## src/rtl/timer_pkg.sv

```systemverilog
package timer_pkg;
    localparam int BYTE_W = 8;
    localparam int NBYTES = 2;
    localparam int ADDR_W = 3;

    localparam logic [ADDR_W-1:0] A_CTRL   = 3'd0;
    localparam logic [ADDR_W-1:0] A_CNT_LO = 3'd1;
    localparam logic [ADDR_W-1:0] A_RLD_LO = 3'd3;

    typedef enum logic [1:0] {
        SRC_SYS   = 2'd0,
        SRC_DIV   = 2'd1,
        SRC_EXT   = 2'd2,
        SRC_NONE  = 2'd3
    } tick_src_e;

    typedef struct packed {
        logic      flag_hi;
        logic      flag_lo;
        tick_src_e src;
        logic      irq_en;
        logic      lo_irq_en;
        logic      split;
        logic      run;
    } ctrl_t;

    function automatic logic all_ones(input logic [BYTE_W-1:0] v);
        return &v;
    endfunction
endpackage

```

## src/rtl/tick_gen.sv

```systemverilog
module tick_gen
    import timer_pkg::*;
#(
    parameter int DIV_SYS = 12,
    parameter int DIV_EXT = 8
) (
    input  logic      clk,
    input  logic      rst,
    input  logic      ext_clk,
    input  tick_src_e src,
    output logic      tick
);
    localparam int SW = $clog2(DIV_SYS);
    localparam int EW = $clog2(DIV_EXT);

    logic [SW-1:0] pre_q;
    logic          pre_tick;
    logic [2:0]    ext_sh;
    logic          ext_rise;
    logic [EW-1:0] ext_q;
    logic          ext_tick;

    assign pre_tick = (pre_q == SW'(DIV_SYS - 1));

    always_ff @(posedge clk) begin
        if (rst)           pre_q <= '0;
        else if (pre_tick) pre_q <= '0;
        else               pre_q <= pre_q + 1'b1;
    end

    // two synchroniser stages, third flop for edge detection
    always_ff @(posedge clk) begin
        if (rst) ext_sh <= '0;
        else     ext_sh <= {ext_sh[1:0], ext_clk};
    end

    assign ext_rise = ext_sh[1] & ~ext_sh[2];
    assign ext_tick = ext_rise && (ext_q == EW'(DIV_EXT - 1));

    always_ff @(posedge clk) begin
        if (rst)           ext_q <= '0;
        else if (ext_tick) ext_q <= '0;
        else if (ext_rise) ext_q <= ext_q + 1'b1;
    end

    always_comb begin
        case (src)
            SRC_SYS: tick = 1'b1;
            SRC_DIV: tick = pre_tick;
            SRC_EXT: tick = ext_tick;
            default: tick = 1'b0;
        endcase
    end
endmodule

```

## src/rtl/count_byte.sv

```systemverilog
module count_byte #(
    parameter int W = 8
) (
    input  logic         clk,
    input  logic         rst,
    input  logic         wr,
    input  logic [W-1:0] wr_val,
    input  logic         load,
    input  logic [W-1:0] load_val,
    input  logic         inc,
    output logic [W-1:0] q
);
    // bus write beats reload, reload beats increment
    always_ff @(posedge clk) begin
        if (rst)       q <= '0;
        else if (wr)   q <= wr_val;
        else if (load) q <= load_val;
        else if (inc)  q <= q + 1'b1;
    end
endmodule

```

## src/rtl/reload_timer.sv

```systemverilog
module reload_timer
    import timer_pkg::*;
#(
    parameter int DIV_SYS = 12,
    parameter int DIV_EXT = 8
) (
    input  logic                clk,
    input  logic                rst,
    input  logic                ext_clk,
    input  logic                bus_wr,
    input  logic [ADDR_W-1:0]   bus_addr,
    input  logic [BYTE_W-1:0]   bus_wdata,
    output logic [BYTE_W-1:0]   bus_rdata,
    output logic                irq,
    output logic                ovf_lo_pulse,
    output logic                ovf_hi_pulse
);
    ctrl_t             ctrl_q;
    logic              tick;
    logic              tick_run;
    logic [BYTE_W-1:0] cnt [NBYTES];
    logic [BYTE_W-1:0] rld [NBYTES];
    logic              inc  [NBYTES];
    logic              load [NBYTES];
    logic              full [NBYTES];
    logic              wrap16, lo_wrap, hi_wrap, wr_ctrl;
    logic [2*BYTE_W-1:0] cnt16, rld16;

    tick_gen #(.DIV_SYS(DIV_SYS), .DIV_EXT(DIV_EXT)) u_tick (
        .clk(clk), .rst(rst), .ext_clk(ext_clk), .src(ctrl_q.src), .tick(tick)
    );

    assign tick_run = tick & ctrl_q.run;
    assign wr_ctrl  = bus_wr && (bus_addr == A_CTRL);

    for (genvar i = 0; i < NBYTES; i++) begin : g_byte
        logic wr_cnt, wr_rld;
        assign full[i] = all_ones(cnt[i]);
        assign wr_cnt  = bus_wr && (bus_addr == A_CNT_LO + ADDR_W'(i));
        assign wr_rld  = bus_wr && (bus_addr == A_RLD_LO + ADDR_W'(i));

        count_byte #(.W(BYTE_W)) u_cnt (
            .clk(clk), .rst(rst),
            .wr(wr_cnt), .wr_val(bus_wdata),
            .load(load[i]), .load_val(rld[i]),
            .inc(inc[i]), .q(cnt[i])
        );

        always_ff @(posedge clk) begin
            if (rst)         rld[i] <= '0;
            else if (wr_rld) rld[i] <= bus_wdata;
        end
    end

    assign wrap16  = tick_run & ~ctrl_q.split & full[0] & full[1];
    assign lo_wrap = tick_run & full[0];
    assign hi_wrap = ctrl_q.split ? (tick_run & full[1]) : wrap16;

    assign inc[0]  = tick_run;
    assign load[0] = ctrl_q.split ? lo_wrap : wrap16;
    assign inc[1]  = ctrl_q.split ? tick_run : (tick_run & full[0]);
    assign load[1] = hi_wrap;

    always_ff @(posedge clk) begin
        if (rst) begin
            ctrl_q       <= '0;
            ovf_lo_pulse <= 1'b0;
            ovf_hi_pulse <= 1'b0;
        end else begin
            if (wr_ctrl) begin
                ctrl_q.src       <= tick_src_e'(bus_wdata[5:4]);
                ctrl_q.irq_en    <= bus_wdata[3];
                ctrl_q.lo_irq_en <= bus_wdata[2];
                ctrl_q.split     <= bus_wdata[1];
                ctrl_q.run       <= bus_wdata[0];
            end
            ctrl_q.flag_hi <= (ctrl_q.flag_hi & ~(wr_ctrl & bus_wdata[7])) | hi_wrap;
            ctrl_q.flag_lo <= (ctrl_q.flag_lo & ~(wr_ctrl & bus_wdata[6])) | lo_wrap;
            ovf_lo_pulse   <= lo_wrap;
            ovf_hi_pulse   <= hi_wrap;
        end
    end

    assign irq = ctrl_q.irq_en &
                 (ctrl_q.flag_hi | (ctrl_q.lo_irq_en & ctrl_q.flag_lo));

    assign cnt16 = {cnt[1], cnt[0]};
    assign rld16 = {rld[1], rld[0]};

    always_comb begin
        case (bus_addr)
            3'd0:    bus_rdata = ctrl_q;
            3'd1:    bus_rdata = cnt[0];
            3'd2:    bus_rdata = cnt[1];
            3'd3:    bus_rdata = rld[0];
            3'd4:    bus_rdata = rld[1];
            default: bus_rdata = '0;
        endcase
    end
endmodule

```

## config.mk

```make
export PLATFORM = sky130hd
export DESIGN_NAME = reload_timer
export DESIGN_NICKNAME = d
export VERILOG_FILES = /design/src/rtl/timer_pkg.sv /design/src/rtl/tick_gen.sv /design/src/rtl/count_byte.sv /design/src/rtl/reload_timer.sv
export SDC_FILE = /design/constraint.sdc
export NUM_CORES = 1
export LEC_CHECK = 0
export BUFFER_PORTS_ARGS = -buffer_cell sky130_fd_sc_hd__buf_2
export CAP_MARGIN = 0
export CORE_MARGIN = 3
export CORE_UTILIZATION = 59
export CTS_CLUSTER_SIZE = 25
export DETAILED_ROUTE_END_ITERATION = 10
export PLACE_DENSITY = 0.8
export SKIP_LAST_GASP = 1
export SLEW_MARGIN = 20
export SYNTH_ARGS = -nofsm -noshare
export SYNTH_HDL_FRONTEND = slang
export SYNTH_SLANG_ARGS = --single-unit
```

## constraint.sdc

```tcl
create_clock -name clk -period 2.7 [get_ports clk]
set_clock_uncertainty 0.05 [all_clocks]
set_input_delay 0.54 -clock clk [delete_from_list [all_inputs] [get_ports clk]]
set_output_delay 0.54 -clock clk [all_outputs]
set_load 0.02 [all_outputs]
```

==> summary.md, run 1 <==
| Metric | Value |
|---|---|
| Hold Path Class | primary input to register |
| Synth Flop Type | dfxtp_1 |
| Final setup violation count | 0 |
| First-pass GRT wire length | roughly 12,000 µm |
| Antenna fix cells | 0 |
| Worst setup EP type | output pin |
| Worst Setup Start Kind | primary input |
| RSZ-0062 raised after global routing | no |
| Maximum vdd drop | about 0.00041 V |
| Crit path cell chain | buf_2 -> mux4_2 -> inv_1 -> o21ai_0 -> buf_2 |
| Yosys warns | 0 |
| Row count | 24 |
| Tmin final | around 2300 ps |
| Total Routing Usage GR | ~28% |
| WP data required | 2110 ps |
| Placed Cells incl. Taps | approximately 380 |
| Number of synthesized flops with an enable pin | 16 |
| Detailed-route wire length per cell | roughly 19 µm |
| Crit Path Max Fanout | 13 |
| Met2 wire len | around 3300 µm |
| Dpl hpwl | between 5000 and 6000 µm |
| PwrDens | 481 nW/µm² |
| Total CTS buffers | 5 |
| CP arrival | ~1700 ps |
| Reg2reg end | g_byte[0].u_cnt.q[3]$_SDFFE_PP0P_ |
| Design Area, Final | between 3000 and 4000 µm² |
| CP Buf/Inv Count | 3 |
| Commonest non-fill, non-tap cell in the layout | dfxtp_1 |
| Cell family with most CP delay | multiplexers |
| DRT iter0 DRCs | 316 |
| Final wirelength | 7310 µm |
| Postcts setup bufs | 0 |
| Grt ovf | 0 |
| FFs w/ async S/R, synth | 0% |
| Die area | approximately 5700 µm² |
| Critical Path Most Common Cell | buf_2 |
| Core box area | 4500 µm² |
| Initial Util | 63.0% |
| WL met3 | between 400 and 500 µm |
| Chip Width | 75.4 µm |
| Met1 wire length | between 3000 and 4000 µm |
| Power, Total | 0.00148 W |
| Port Buffers | 25 |
| P&R area growth vs syn | 8.38% |
| Detailed Routing Iterations Pass 1 | 5 |
| Max-Cap Viols | 0 |
| Largest net degree at the start of global routing | 34 |
| Remaining DRCs | 0 |
| Reg clk slew, reported paths | around 90 ps |
| Synthesized cell area | ~2800 µm² |
| Critical path type | primary input to output pin |
| CP startpoint | bus_addr[1] |
| #FFs+latches synth | 52 |
| Avg Cell Area, Syn | 9.18 µm² |
| CTS H-tree lvls | 2 |
| CTS tree | yes |
| Cell count after synthesis | 309 |
| DR vias | 2,544 |
| Slew Viols, Final | 0 |
| Fin cells | approximately 380 |
| Worst-margin pin slew | 509 ps |
| Top Metal Used | met4 |
| Layout Utilization | between 60% and 70% |
| Crit share post-route | 83.8% |
| Worst path max stage delay | 540 ps |
| Setup Total Neg Slack | 0 ps |
| Post-route ant nets | 0 |
| Flop2flop setup slack | roughly 460 ps |
| Nets | between 300 and 400 |
| Worst skew pair latency | 310 ps |
| Cts hold-fix bufs | 0 |
| Relative slew margins | between 60 and 70% |
| Crit-path slowest cell | mux4_2 |
| Post-DP Area | 2980 µm² |
| P_leak | ~1.2 nW |
| GPL Wtd Cong | 0.999 |
| Syn_nets | 329 |
| Distinct cells, synth | 52 |
| I/O pin cnt | 26 |
| Die Height | approximately 75 µm |
| Fmax | approximately 0.44 GHz |
| Hold path depth | 2 |
| Post-CTS sizing | 0 |
| CTS root buf | clkbuf_8 |
| Reg2Reg Depth | 6 |
| Status | finished clean |
| Crit path depth | 5 |
| Share of layout cells above drive strength 1 | between 10 and 15% |
| Sequential-to-total area share from yosys stat | approximately 42% |
| Vias in the first global route | 2,309 |
| CTS max path bufs | 2 |
| Routed vias/inst | approximately 6.6 |
| Reg2reg start | g_byte[1].u_cnt.q[0]$_SDFFE_PP0P_ |
| Layout fillers | between 300 and 400 |
| Final Hold Viols | 0 |
| Clock sink total | 52 |
| Worst setup path endpoint | bus_rdata[5] |
| Commonest non-fill, non-tap cells in the layout | 36 x dfxtp_1, 27 x nor2_1, 26 x a21oi_1, 25 x nand2_1, 25 x buf_2 |
| Antenna violations before repair | 0 |
## area by class of cell
cell class	count	area, µm²	share of cell area (%)
Multi-Input combinational cell	237	1550	50.4
Sequential cell	52	1200	39.1
Timing Repair Buffer	27	140	4.56
Clock buffer	7	86.3	2.81
Tap cell	52	65.1	2.12
Inverter	7	26.3	0.854
Clock inverter	1	6.26	0.203
## cells by family (layout without fill, tap and decap cells)
family	after synthesis	count (layout)	synth area share [%]
buf+inv	20	42	3.04
fa+ha+maj	5	5	2.20
compound gates	67	67	15.0
xor+xnor	6	6	1.85
simple gates	133	133	25.4
flops	52	52	42.3
mux	26	26	10.1
## sequential cells by signal, summed over array words and instances, names as in the netlist
| signal | count |
|---|---|
| u_tick.ext_sh | 3 |
| ovf_hi_pulse | 1 |
| ctrl_q | 8 |
| rld | 16 |
| u_tick.pre_q | 4 |
| g_byte.u_cnt.q | 16 |
| ovf_lo_pulse | 1 |
| u_tick.ext_q | 3 |
## cells in the mapped netlist, types with 4 or more instances
cell type  instances  area (µm²)
dfxtp_1           36         721
nor2_1            27         101
a21oi_1           26         130
nand2_1           25        93.8
mux2i_1           22         220
and2_1            18         113
edfxtp_1          16         480
nand3_1           13        65.1
o22ai_1           12        75.1
nor3_1             9        45.0
and3_1             8        50.1
clkbuf_1           8        30.0
inv_1              7        26.3
nor2b_1            7        43.8
o21ai_0            7        35.0
ha_1               5        62.6
nor3b_1            5        37.5
xnor2_1            5        43.8
nand4_1            4        25.0
## how the worst min path moves through the flow
| stage | start | endpoint |
|---|---|---|
| after floorplan | u_tick.ext_sh[0]$_SDFF_PP0_ | u_tick.ext_sh[1]$_SDFF_PP0_ |
| after global placement | u_tick.ext_sh[0]$_SDFF_PP0_ | u_tick.ext_sh[1]$_SDFF_PP0_ |
| after detailed placement | u_tick.ext_sh[0]$_SDFF_PP0_ | u_tick.ext_sh[1]$_SDFF_PP0_ |
| after CTS | ext_clk | u_tick.ext_sh[0]$_SDFF_PP0_ |
| after global routing | u_tick.ext_sh[0]$_SDFF_PP0_ | u_tick.ext_sh[1]$_SDFF_PP0_ |
| final | ext_clk | u_tick.ext_sh[0]$_SDFF_PP0_ |
## worst reg2reg max path, stage by stage, from the launching register on
cell	delay, ps
dfxtp_1	480
ha_1	320
and3_1	330
a21oi_1	170
nor3_4	430
mux2i_1	260
o22ai_1	100
## where the power goes
group          switching [W]  total, W  internal (W)
logic              0.0000970  0.000153     0.0000558
registers          0.0000313  0.000868      0.000836
clock network       0.000250  0.000459      0.000209
## per-stage QoR
| stage | setup WS (ps) | hold slack, ps |
|---|---|---|
| 2_1_floorplan | 504 | 364 |
| 3_3_place_gp | 449 | 378 |
| 3_5_place_dp | 443 | 392 |
| 4_1_cts | 441 | 405 |
| 5_1_grt | 274 | 418 |
| 6_report | 438 | 400 |
## layer usage
layer | up-vias | global-route usage, %
li1 | 1185 | -
met1 | 1208 | 37.5
met2 | 124 | 43.0
met3 | 27 | 4.75
met4 | 0 | 12.4
met5 | - | 0
(Power assumes the default switching activity.)
==> inputs of run 2 (changes only) <==
--- a/config.mk
+++ b/config.mk
@@ -8,10 +8,10 @@
 export BUFFER_PORTS_ARGS = -buffer_cell sky130_fd_sc_hd__buf_2
 export CAP_MARGIN = 0
 export CORE_MARGIN = 3
-export CORE_UTILIZATION = 59
+export CORE_UTILIZATION = 53
 export CTS_CLUSTER_SIZE = 25
 export DETAILED_ROUTE_END_ITERATION = 10
-export PLACE_DENSITY = 0.8
+export PLACE_DENSITY = 0.76
 export SKIP_LAST_GASP = 1
 export SLEW_MARGIN = 20
 export SYNTH_ARGS = -nofsm -noshare
==> constraint.sdc (replaced) <==
create_clock -name clk -period 1.9 [get_ports clk]
set_clock_uncertainty 0.05 [all_clocks]
set_input_delay 0.38 -clock clk [delete_from_list [all_inputs] [get_ports clk]]
set_output_delay 0.38 -clock clk [all_outputs]
set_load 0.02 [all_outputs]
==> run 2 against run 1 <==
Against the previous run:
- the run now ends with negative setup slack left
- worst setup slack got worse by 580 ps
- combinational power grew 86%
- first-iteration DRC count shrank 6.0%
- non-clock buffer count grew 33
- highest routed layer unchanged
- critical path depth up 3
- core utilization rose by 0.64 points
==> summary.md, run 2 (synthesis gave the netlist of run 1 again) <==
| Metric | Value |
|---|---|
| Hold Path Class | primary input to register |
| DRT iter0 DRCs | 297 (-6.0%) |
| CP Buf/Inv Count | 1 (-2) |
| CP startpoint | u_tick.ext_q[0]$_SDFFE_PP0P_ |
| Worst setup EP type | register |
| Fmax | between 0.4 and 0.5 GHz |
| Die Height | 79.2 µm (+5.1%) |
| Reg2reg start | u_tick.ext_q[0]$_SDFFE_PP0P_ |
| Share of layout cells above drive strength 1 | 27.7% (+14 points) |
| Post-DP Area | 3290 µm² (+10%) |
| Worst skew pair latency | 320 ps (about the same) |
| Setup Total Neg Slack | -274 ps (-274 ps) |
| Fin cells | 434 (+13%) |
| Crit share post-route | 108% |
| WP data required | 2060 ps (-50 ps) |
| Cts hold-fix bufs | 0 (unchanged) |
| Antenna violations before repair | 0 (unchanged) |
| Cell family with most CP delay | simple AND/OR/NAND/NOR gates |
| Final WS setup | -145 ps (-583 ps) |
| Max-Cap Viols | 0 (unchanged) |
| Hold path start | ext_clk |
| CTS root buf | clkbuf_8 |
| Detailed Routing Iterations Pass 1 | 7 (+2) |
| Crit path cell chain | ha_4 -> ha_4 -> and4bb_2 -> o221ai_4 -> buf_6 -> nor4bb_1 -> nor4_1 -> a31o_2 |
| P&R area growth vs syn | 24.8% |
| CTS max path bufs | 2 (unchanged) |
| CP arrival | 2210 ps (+540 ps) |
| Design Area, Final | 3540 µm² (+15%) |
| Final setup violation count | 6 (+6) |
| I/O pin cnt | 26 (unchanged) |
| GPL Wtd Cong | 0.974 (-2.5%) |
| Core box area | 5140 µm² (+14%) |
| Worst Setup Start Kind | register |
| Antenna fix cells | 0 (unchanged) |
| Total Routing Usage GR | 27.7% (+0.16 points) |
| Worst path max stage delay | 360 ps (-180 ps) |
| Clock sink total | 52 (unchanged) |
| DR vias | 2,718 (+6.8%) |
| Worst-margin pin slew | 512 ps (+2.94 ps) |
| P_leak | 1.37 nW (+17%) |
| Slew Viols, Final | 0 (unchanged) |
| Final Hold Viols | 0 (unchanged) |
| Nets | 383 (+9.4%) |
| Initial Util | 55.2% (-7.8 points) |
| CTS tree | yes |
| Placed Cells incl. Taps | 423 (+13%) |
| Largest regs | g_byte.u_cnt.q: 16 flops, rld: 16 flops, ctrl_q: 8 flops |
| First-pass GRT wire length | 13,100 µm (+13%) |
| Crit-path slowest cell | dfxtp_2 |
| Commonest non-fill, non-tap cell in the layout | buf_4 |
| Reg clk slew, reported paths | 90 ps (about the same) |
| Routed vias/inst | 6.26 (-5.7%) |
| Row count | 26 (+8.3%) |
| Maximum vdd drop | 0.000445 V (+9.8%) |
| Critical Path Most Common Cell | ha_4 |
| Total CTS buffers | 5 (unchanged) |
| Vias in the first global route | 2,580 (+12%) |
| Dpl hpwl | 5870 µm (+12%) |
| Port Buffers | 25 (unchanged) |
| Failing checks | negative setup slack |
| Layout Utilization | 68.9% (+0.64 points) |
| Critical path type | register to register |
| Chip Width | 79.2 µm (+5.1%) |
| PwrDens | 617 nW/µm² (+28%) |
| Grt ovf | 0 (unchanged) |
| Remaining DRCs | 0 (unchanged) |
| CTS H-tree lvls | 2 (unchanged) |
| Crit Path Max Fanout | 3 (-10) |
| Detailed-route wire length per cell | 19.5 µm (+2.2%) |
| Status | complete, but fails checks |
| Tmin final | slightly above 2000 ps |
| Commonest non-fill, non-tap cells in the layout | 35 x buf_4, 34 x dfxtp_1, 27 x nor2_1, 26 x a21oi_1, 25 x nand2_1 |
| Final wirelength | 8470 µm (+16%) |
| Die area | 6270 µm² (+10%) |
| Post-route ant nets | 0 (unchanged) |
| Largest net degree at the start of global routing | 26 (-24%) |
| Relative slew margins | 65.7% (-0.19 points) |
| RSZ-0062 raised after global routing | yes |
==> run 2: routing by layer <==
layer  vias to the layer above  part of all wire (%)  track usage (%)
met5                         -                     0                0
met4                         0                   3.9             8.93
met3                        43                   8.0             5.90
met2                       134                    49             45.6
met1                      1290                    39             36.2
li1                       1251                     -                -
==> run 2: worst paths after layout <==
kind	cells past startpoint	slack, ps	endpoint
setup reg to reg	8	-140	g_byte[0].u_cnt.q[4]$_SDFFE_PP0P_
hold / removal	2	220	u_tick.ext_sh[0]$_SDFF_PP0_
setup / recovery	8	-140	g_byte[0].u_cnt.q[4]$_SDFFE_PP0P_
hold reg to reg	1	410	u_tick.pre_q[0]$_SDFF_PP0_
==> run 2: timing repair <==
action                     CTS  global route
resized for setup           14            23
buffers inserted             3             0
setup endpoints to repair   12            22
pin swaps                   12             9
cloned                       0             0
==> run 2: layout make-up <==
class / instances / area (µm²)
clock buffer: 7 / 86.3
clock inverter: 1 / 8.76
fill: 433 / 1600
inverter: 7 / 26.3
multi-input combinational: 237 / 1690
sequential: 52 / 1200
tap: 70 / 87.6
timing repair buffer: 60 / 443
==> run 2: where the power goes <==
part           leakage (nW)  total [W]  internal, W  switching [W]
Combinational         0.879   0.000284     0.000118       0.000166
Clock                0.0484   0.000677     0.000299       0.000378
Sequential            0.448    0.00123      0.00119      0.0000369
==> run 2: metrics by stage <==
| stage | worst slack, ps | power (W) | hold slack (ps) |
|---|---|---|---|
| global placement | -49.3 | 0.00150 | 381 |
| global route | -196 | 0.00225 | 271 |
| floorplan | -26.4 | 0.00138 | 364 |
| detailed placement | -108 | 0.00150 | 392 |
| finish | -145 | 0.00219 | 225 |
| CTS | -37.5 | 0.00217 | 228 |
==> inputs of run 3 (changes only) <==
--- a/config.mk
+++ b/config.mk
@@ -7,6 +7,7 @@
 export LEC_CHECK = 0
 export BUFFER_PORTS_ARGS = -buffer_cell sky130_fd_sc_hd__buf_2
 export CAP_MARGIN = 0
+export CORE_ASPECT_RATIO = 0.5
 export CORE_MARGIN = 3
 export CORE_UTILIZATION = 53
 export CTS_CLUSTER_SIZE = 25
==> run 3 against run 2 <==
Against the previous run:
- sequential share of layout area grew 0.082 points
- critical path depth shrank 1
- core utilization grew 1.3 points
- the run still ends with negative setup slack left
- die area grew 0.85%
- power shrank 1.8%
- first-iteration DRC count grew 9.8%
- flip-flop and latch count is the same
- combinational power grew 2%
- sequential power is essentially flat
- clock power shrank 7.7%
- largest cell class unchanged
==> summary.md, run 3 (synthesis gave the netlist of run 1 again) <==
| Metric | Value |
|---|---|
| Antenna fix cells | 0 (unchanged) |
| GPL Wtd Cong | 0.998 (+2.5%) |
| Tmin final | 2040 ps (-3.93 ps) |
| CTS H-tree lvls | 2 (unchanged) |
| Largest net degree at the start of global routing | 24 (-7.7%) |
| Remaining DRCs | 0 (unchanged) |
| Hold Path Class | primary input to register |
| CTS root buf | clkbuf_8 |
| Detailed-route wire length per cell | 20.5 µm (+5.1%) |
| Crit Path Max Fanout | 8 (+5) |
| M1 GR Usage | 39.4% (+3.2 points) |
| Clock sink total | 52 (unchanged) |
| DR vias | 2,770 (+1.9%) |
| Final WS setup | -141 ps (+3.93 ps) |
| Nets | 383 (unchanged) |
| Setup Total Neg Slack | -626 ps (-352 ps) |
| Reg2reg start | u_tick.ext_q[1]$_SDFFE_PP0P_ |
| Max-Cap Viols | 0 (unchanged) |
| WP data required | 2060 ps (about the same) |
| Antenna violations before repair | 1 (+1) |
| Relative slew margins | 65.9% (+0.14 points) |
| WHS | 242 ps (+18.0 ps) |
| Critical path type | register to register |
| Detailed Routing Iterations Pass 1 | 6 (-1) |
| Row count | 18 (-31%) |
| CP arrival | 2200 ps (about the same) |
| Chip Width | 109 µm (+38%) |
| Slew Viols, Final | 0 (unchanged) |
| Total CTS buffers | 5 (unchanged) |
| Reg2reg end | g_byte[1].u_cnt.q[4]$_SDFFE_PP0P_ |
| P_leak | 1.36 nW (-0.95%) |
| Flop2flop setup slack | -140 ps (about the same) |
| Commonest non-fill, non-tap cells in the layout | 34 x buf_4, 31 x dfxtp_1, 26 x nor2_1, 25 x nand2_1, 23 x a21oi_1 |
| Share of layout cells above drive strength 1 | 29.5% (+1.7 points) |
| Met2 GRT Util | 41.8% (-3.8 points) |
| Commonest non-fill, non-tap cell in the layout | buf_4 |
| Post-route ant nets | 0 (unchanged) |
| Final wirelength | 8880 µm (+4.9%) |
| GR Util met3 | 8.68% (+2.8 points) |
| Failing checks | negative setup slack |
| DRT iter0 DRCs | 326 (+9.8%) |
| Worst-margin pin slew | 510 ps (-2.08 ps) |
| Grt ovf | 0 (unchanged) |
| Most Used Layer, Global Route | met2 |
| Hold path depth | 2 (unchanged) |
| Initial Util | 56.3% (+1.0 points) |
| Final Hold Viols | 0 (unchanged) |
| First-pass GRT wire length | 13,600 µm (+3.9%) |
| CTS tree | yes |
| I/O pin cnt | 26 (unchanged) |
| RSZ-0062 raised after global routing | yes |
| Die area | 6320 µm² (+0.85%) |
| Port Buffers | 25 (unchanged) |
| Final setup violation count | 13 (+7) |
| Hold path start | ext_clk |
| Reg clk slew, reported paths | 100 ps (about the same) |
| P&R area growth vs syn | 24.9% (about the same) |
| Worst Setup Start Kind | register |
| Worst setup EP type | register |
| Total Routing Usage GR | 28.6% (+0.94 points) |
| Fmax | 0.490 GHz (+0.19%) |
| Status | complete, but fails checks |
| Vias in the first global route | 2,643 (+2.4%) |
| Largest regs | g_byte.u_cnt.q: 16 flops, rld: 16 flops, ctrl_q: 8 flops |
| Hold Path Sink | u_tick.ext_sh[0]$_SDFF_PP0_ |
| Dpl hpwl | 6220 µm (+6.0%) |
| Crit share post-route | 107% (-0.21 points) |
| Routed vias/inst | 6.40 (+2.1%) |
| Reg2Reg Depth | 7 (-1) |
| CTS max path bufs | 2 (unchanged) |
| Worst skew pair latency | 310 ps (about the same) |
| PwrDens | 606 nW/µm² (-1.9%) |
| Core box area | 5040 µm² (-1.9%) |
| Maximum vdd drop | 0.000417 V (-6.4%) |
| Die Height | 57.7 µm (-27%) |
run 3: worst max path at each step:
stage,startpoint,endpoint,slack (ps),cells past startpoint
6_report,u_tick.ext_q[1]$_SDFFE_PP0P_,g_byte[1].u_cnt.q[4]$_SDFFE_PP0P_,-140,7
5_1_grt,u_tick.ext_q[1]$_SDFFE_PP0P_,g_byte[0].u_cnt.q[4]$_SDFFE_PP0P_,-160,8
4_1_cts,u_tick.ext_q[1]$_SDFFE_PP0P_,g_byte[1].u_cnt.q[4]$_SDFFE_PP0P_,-80,7
3_5_place_dp,u_tick.ext_q[0]$_SDFFE_PP0P_,g_byte[1].u_cnt.q[3]$_SDFFE_PP0P_,-150,7
3_3_place_gp,u_tick.ext_q[0]$_SDFFE_PP0P_,g_byte[1].u_cnt.q[4]$_SDFFE_PP0P_,-80,7
2_1_floorplan,u_tick.ext_q[0]$_SDFFE_PP0P_,g_byte[0].u_cnt.q[4]$_SDFFE_PP0P_,-30,8
run 3: worst max-delay path, stage by stage, from the launching register on:
cell      delay [ps]
dfxtp_2          350
ha_4             160
ha_4             160
and4bb_2         250
o22a_4           290
and2_4           190
and4_1           180
nor4_1           290
run 3: routing by layer:
metal / vias to the layer above / wire length, µm
li1: 1256 / -
met1: 1306 / 3580
met2: 169 / 3990
met3: 37 / 1010
met4: 2 / 282
met5: - / 12
run 3: what timing repair did:
action | 4_1_cts | 5_1_grt
endpoints found under the setup margin | 17 | 24
gates resized for setup | 13 | 32
pin swaps | 4 | 5
buffers inserted | 5 | 3
hold buffers | 0 | 0
run 3: cell type report:
class,instances,area [µm²]
repair buffers,60,443
fillers,392,1500
flip-flops and latches,52,1210
multi-input cells,237,1700
clock inverters,1,5.00
well taps,70,87.6
inverters,7,26.3
clock buffers,6,72.6
run 3: report_power, final:
group          switching [W]  internal (W)
registers          0.0000422       0.00119
logic               0.000172      0.000119
clock network       0.000373      0.000252
total               0.000587       0.00156
run 3: through the flow:
stage	area, µm²	cells	util, %	total power [W]	setup WS [ps]
2_1_floorplan	2870	309	-	0.00138	-26.4
3_3_place_gp	3250	418	64.5	0.00149	-77.3
3_5_place_dp	3250	418	64.5	0.00150	-155
4_1_cts	3410	430	67.7	0.00211	-76.3
5_1_grt	3540	433	70.3	0.00222	-159
6_report	3540	433	70.3	0.00215	-141
